[src/rtl/mbox_rmw_writer.sv]
module mbox_rmw_writer #(
  parameter int unsigned NUM_CORES = 4,
  parameter logic [15:0] MBOX_BASE = 16'h0800
) (
  input  logic        clk,
  input  logic        rst_n,
  input  logic        cmd_valid,
  output logic        cmd_ready,
  input  logic        cmd_wide,
  input  logic        cmd_kind,
  input  logic [63:0] cmd_data,
  output logic        busy,
  output logic        rsp_valid,
  output logic        rsp_err,
  output logic        m_valid,
  input  logic        m_ready,
  output logic        m_write,
  output logic [9:0]  m_core,
  output logic [15:0] m_addr,
  output logic [31:0] m_wdata,
  input  logic [31:0] m_rdata
);
  typedef enum logic [1:0] {IDLE, READ, WRITE} state_t;
  state_t state;

  logic [31:0] keep_q;
  logic [31:0] keep_m;
  logic [9:0]  dst;
  logic        core_ok, take;
  logic [15:0] tgt;

  assign dst     = cmd_data[25:16];
  assign core_ok = {22'd0, dst} < NUM_CORES;
  assign tgt     = cmd_kind ? cmd_data[15:0]
                            : MBOX_BASE + 16'h0020 + {11'd0, cmd_data[4:2], 2'b00};

  genvar g;
  generate
    for (g = 0; g < 4; g++) begin : g_lane
      assign keep_m[8*g +: 8] = {8{cmd_data[27+g]}};
    end
  endgenerate

  assign busy      = state != IDLE;
  assign cmd_ready = !busy;
  assign take      = cmd_valid && cmd_ready;
  assign m_valid   = busy;
  assign m_write   = state == WRITE;

  always_ff @(posedge clk) begin
    if (!rst_n) begin
      state     <= IDLE;
      rsp_valid <= 1'b0;
      rsp_err   <= 1'b0;
      keep_q    <= '0;
      m_core    <= '0;
      m_addr    <= '0;
      m_wdata   <= '0;
    end else begin
      rsp_valid <= 1'b0;
      rsp_err   <= 1'b0;
      case (state)
        IDLE: if (take) begin
          if (!cmd_wide || !core_ok) begin
            rsp_valid <= 1'b1;
            rsp_err   <= 1'b1;
          end else begin
            m_core  <= dst;
            m_addr  <= tgt;
            m_wdata <= cmd_data[63:32];
            keep_q  <= keep_m;
            state   <= (cmd_data[30:27] != 4'd0) ? READ : WRITE;
          end
        end
        READ: if (m_ready) begin
          m_wdata <= (m_rdata & keep_q) | (m_wdata & ~keep_q);
          state   <= WRITE;
        end
        WRITE: if (m_ready) begin
          rsp_valid <= 1'b1;
          state     <= IDLE;
        end
        default: state <= IDLE;
      endcase
    end
  end
endmodule

[config.mk]
export PLATFORM = sky130hd
export DESIGN_NAME = mbox_rmw_writer
export DESIGN_NICKNAME = d
export VERILOG_FILES = /design/src/rtl/mbox_rmw_writer.sv
export SDC_FILE = /design/constraint.sdc
export NUM_CORES = 1
export LEC_CHECK = 0
export ABC_AREA = 1
export ABC_CLOCK_PERIOD_IN_PS = 1520
export BUFFER_PORTS_ARGS = -buffer_cell sky130_fd_sc_hd__buf_2
export CORE_UTILIZATION = 42
export DETAILED_ROUTE_END_ITERATION = 6
export PLACE_DENSITY = 0.77
export SYNTH_ARGS = -nofsm -noshare
export SYNTH_HDL_FRONTEND = slang
export SYNTH_SLANG_ARGS = --single-unit
[constraint.sdc]
create_clock -name clk -period 1.52 [get_ports clk]
set_clock_uncertainty 0.2 [all_clocks]
set_input_delay 0.228 -clock clk [delete_from_list [all_inputs] [get_ports clk]]
set_output_delay 0.228 -clock clk [all_outputs]
set_load 0.1 [all_outputs]
==> out/qor_table.md <==
| Item | Reported | Unit |
|:---|:---|:---|
| Status | finished, violations left | - |
| Violated checks | negative setup slack | - |
| Sequential share of the synthesized area | 38.2 | % |
| Number of buffers inserted during clock tree synthesis | 9 | - |
| Pre-Repair DR Iteration Count | 5 | - |
| Avg Synthesized Cell Area | 6.62 | um2 |
| First DRT Iteration DRCs | 172 | - |
| Vias post-DR | 4235 | - |
| Remaining global-route overflow | 0 | - |
| Unique masters post-synth | 24 | - |
| Worst min path class | input port to register | - |
| Ys Warns | 0 | - |
| Wire length of the first global-routing pass | 17.7 | mm |
| WL final | 11.7 | mm |
| Share of cells above drive strength 1 | 41.1 | % |
| Count of input and output buffers | 163 | - |
| RD Place Congestion | 0.828 | - |
| Clock tree from TritonCTS | yes | - |
| Post-detailed-route DRC marker count | 0 | - |
| Mapped cell area | 3460 | um2 |
| Worst-path clk slew | 60 | ps |
| CP Launch Type | register | - |
| Core box area | 7850 | um2 |
| Area growth from synthesis to layout | 69.3 | % |
| Worst hold start | cmd_data[59] | - |
| Power density cells | 664 | nW/um2 |
| Biggest area contributors in the synthesized netlist | sky130_fd_sc_hd__dfxtp_1 (38%), sky130_fd_sc_hd__nand2_1 (17%), sky130_fd_sc_hd__inv_1 (9.1%), sky130_fd_sc_hd__nand4_1 (8.0%), sky130_fd_sc_hd__o21ai_0 (5.6%) | - |
| Largest net degree at the start of global routing | 29 | - |
| Antenna-violating nets left | 0 | - |
| Critical Path Fanout Max | 28 | - |
| N_diodes | 0 | - |
| R2R setup slack | -200 | ps |
| Minimum clock period | 1720 | ps |
| Count of maximum capacitance violations | 0 | - |
| Total leakage power | 2.68 | nW |
| Final setup violation count | 69 | - |
| Clock H-tree levels | 3 | - |
| Number of endpoints with negative hold slack in the final report | 0 | - |
| Most numerous cell types in the synthesized netlist | sky130_fd_sc_hd__nand2_1 (159), sky130_fd_sc_hd__inv_1 (84), sky130_fd_sc_hd__dfxtp_1 (66) | - |
| Worst EP required | 1540 | ps |
| CTS root buffer | sky130_fd_sc_hd__clkbuf_8 | - |
| Number of cells in the finished layout apart from fillers | 849 | - |
| Number of instances in the synthesized netlist | 523 | - |
| Initial antenna violation count | 0 | - |
| Slew @ Worst Pin | 320 | ps |
| Count of flip-flops with a built-in enable after synthesis | 0 | - |
| Clock buffer depth | 2 | - |
| Critical path data arrival time | 1740 | ps |
| Average detailed-routed wire length per instance | 13.8 | um |
| Type of destination of the critical path | register | - |
| Largest area contributor in the synthesized netlist | sky130_fd_sc_hd__dfxtp_1 | - |
| Unrepaired setup endpoints after global routing | yes | - |
| Yosys top cell area share | 38.2 | % |
| Reg-to-reg startpoint | state[0]$_SDFFE_PN0P_ | - |
| Initial Utilization | 44.1 | % |
| Number of global-route vias before repair | 3952 | - |
| Maximum resistive drop on vdd | 0.399 | mV |
| Detailed-route vias per instance | 4.99 | - |
| Max-Slew Margin vs Limit | 78.6 | % |
| Die Outline Area | 8610 | um2 |
| DIE WIDTH | 92.8 | um |
| Category of the critical setup timing path | register to register | - |
| Fmax | 581 | MHz |
| Post-route fraction of the period consumed by the critical path | 113 | % |
| Die span in y | 92.8 | um |
| Number of pins with negative max-slew slack in the final report | 0 | - |
| Gr usage total | 25.8 | % |
| Main synth FF type | sky130_fd_sc_hd__dfxtp_1 | - |
| Synth async-reset ratio | 0 | % |
| Final Worst Setup Slack | -202 | ps |
| Worst Hold Path Cells | 5 | - |
| Sum of net half-perimeters after detailed placement | 6.61 | mm |
| Latest clock arrival within the worst-skew pair | 340 | ps |
| CTS sink count | 66 | - |
| Layout net count | 844 | - |
| Cell count of the worst reg-to-reg path | 8 | - |
| Number of top-level pins | 166 | - |
| Most instantiated library cell after synthesis | sky130_fd_sc_hd__nand2_1 | - |
| Cell Rows | 32 | - |
| Crit Reg-Reg Endpoint | m_core[0]$_SDFFE_PN0P_ | - |
| Mapped Nets | 625 | - |
| Post-synthesis sequential element count | 66 | - |
| Placed cell count | 781 | - |
| Total negative slack for setup checks | -9240 | ps |
## final cells by class
cell class | count | area, um2
clock inverters | 2 | 35.0
fillers | 578 | 1990
clock buffers | 14 | 163
multi-input cells | 340 | 1840
flip-flops and latches | 66 | 1330
repair buffers | 240 | 2040
inverters | 85 | 329
well taps | 102 | 128
## layout by cell type, fill, tap and decap left out, drive strengths merged
cell	n
buf	213
nand2	164
nand4	44
o21ai	40
inv	85
o21bai	1
clkbuf	17
dlygate4sd3	23
nor2	52
o211ai	2
a21oi	24
bufinv	1
bufbuf	1
nand3	13
dfxtp	66
clkinv	1
## worst max path at each step
| stage | startpoint | to | slack [ps] | cells past startpoint |
|---|---|---|---|---|
| 2_1_floorplan | state[1]$_SDFFE_PN0P_ | state[0]$_SDFFE_PN0P_ | -600 | 8 |
| 3_3_place_gp | state[0]$_SDFFE_PN0P_ | register | -120 | 8 |
| 3_5_place_dp | state[0]$_SDFFE_PN0P_ | register | -200 | 8 |
| 4_1_cts | state[1]$_SDFFE_PN0P_ | cmd_ready | -160 | 3 |
| 5_1_grt | state[1]$_SDFFE_PN0P_ | register | -260 | 10 |
| 6_report | state[0]$_SDFFE_PN0P_ | m_core[0]$_SDFFE_PN0P_ | -200 | 8 |
## timing repair
item                       in CTS  in global routing
hold endpoints to repair       23                  0
setup endpoints to repair     100                 70
setup buffers                  16                  7
pin swaps                      17                 49
hold buffers                   23                  0
gates resized for setup       102                 54
cloned                          9                  3
## worst max-delay path, cell delays in order, from the launching register on
cell	delay, ps
sky130_fd_sc_hd__dfxtp_4	370
sky130_fd_sc_hd__nor2_4	220
sky130_fd_sc_hd__inv_8	50
sky130_fd_sc_hd__buf_6	120
sky130_fd_sc_hd__nor2_4	170
sky130_fd_sc_hd__nand3_4	120
sky130_fd_sc_hd__buf_12	180
sky130_fd_sc_hd__o21ai_2	140
sky130_fd_sc_hd__a21oi_2	40
## power by group
| part | switching (mW) | internal [mW] | leakage, nW | total (mW) |
|---|---|---|---|---|
| combinational | 0.343 | 0.306 | 2.04 | 0.649 |
| sequential | 0.00670 | 1.74 | 0.534 | 1.74 |
| clock | 0.651 | 0.848 | 0.101 | 1.50 |
| total | 1.00 | 2.89 | 2.68 | 3.89 |
## through the flow
step | util (%) | total power, mW | hold slack, ps | cell area, um2 | worst slack [ps]
finish | 74.7 | 3.89 | 54.4 | 5860 | -202
global route | 74.7 | 4.03 | 62.0 | 5860 | -264
CTS | 72.9 | 3.87 | 42.8 | 5720 | -160
detailed placement | 58.5 | 2.25 | 225 | 4590 | -197
global placement | 58.5 | 2.24 | 223 | 4590 | -122
floorplan | - | 2.05 | 177 | 3520 | -602
## logic make-up (layout without fill, tap and decap cells)
family,Yosys count,after routing,synth area share (%)
buffers and inverters,117,341,15.3
AO/OA/AOI/OAI,67,67,10.2
AND/OR/NAND/NOR,273,273,36.3
flip-flops,66,66,38.2
## per-layer routing
| layer | vias up | routed length [um] | track usage (%) |
|---|---|---|---|
| li1 | 2082 | - | - |
| met2 | 177 | 6190 | 47.1 |
| met5 | - | 0 | 0 |
| met3 | 29 | 701 | 5.83 |
| met1 | 1947 | 4570 | 28.7 |
| met4 | 0 | 259 | 10.5 |
Note: power is estimated with default switching activity, not from simulation.
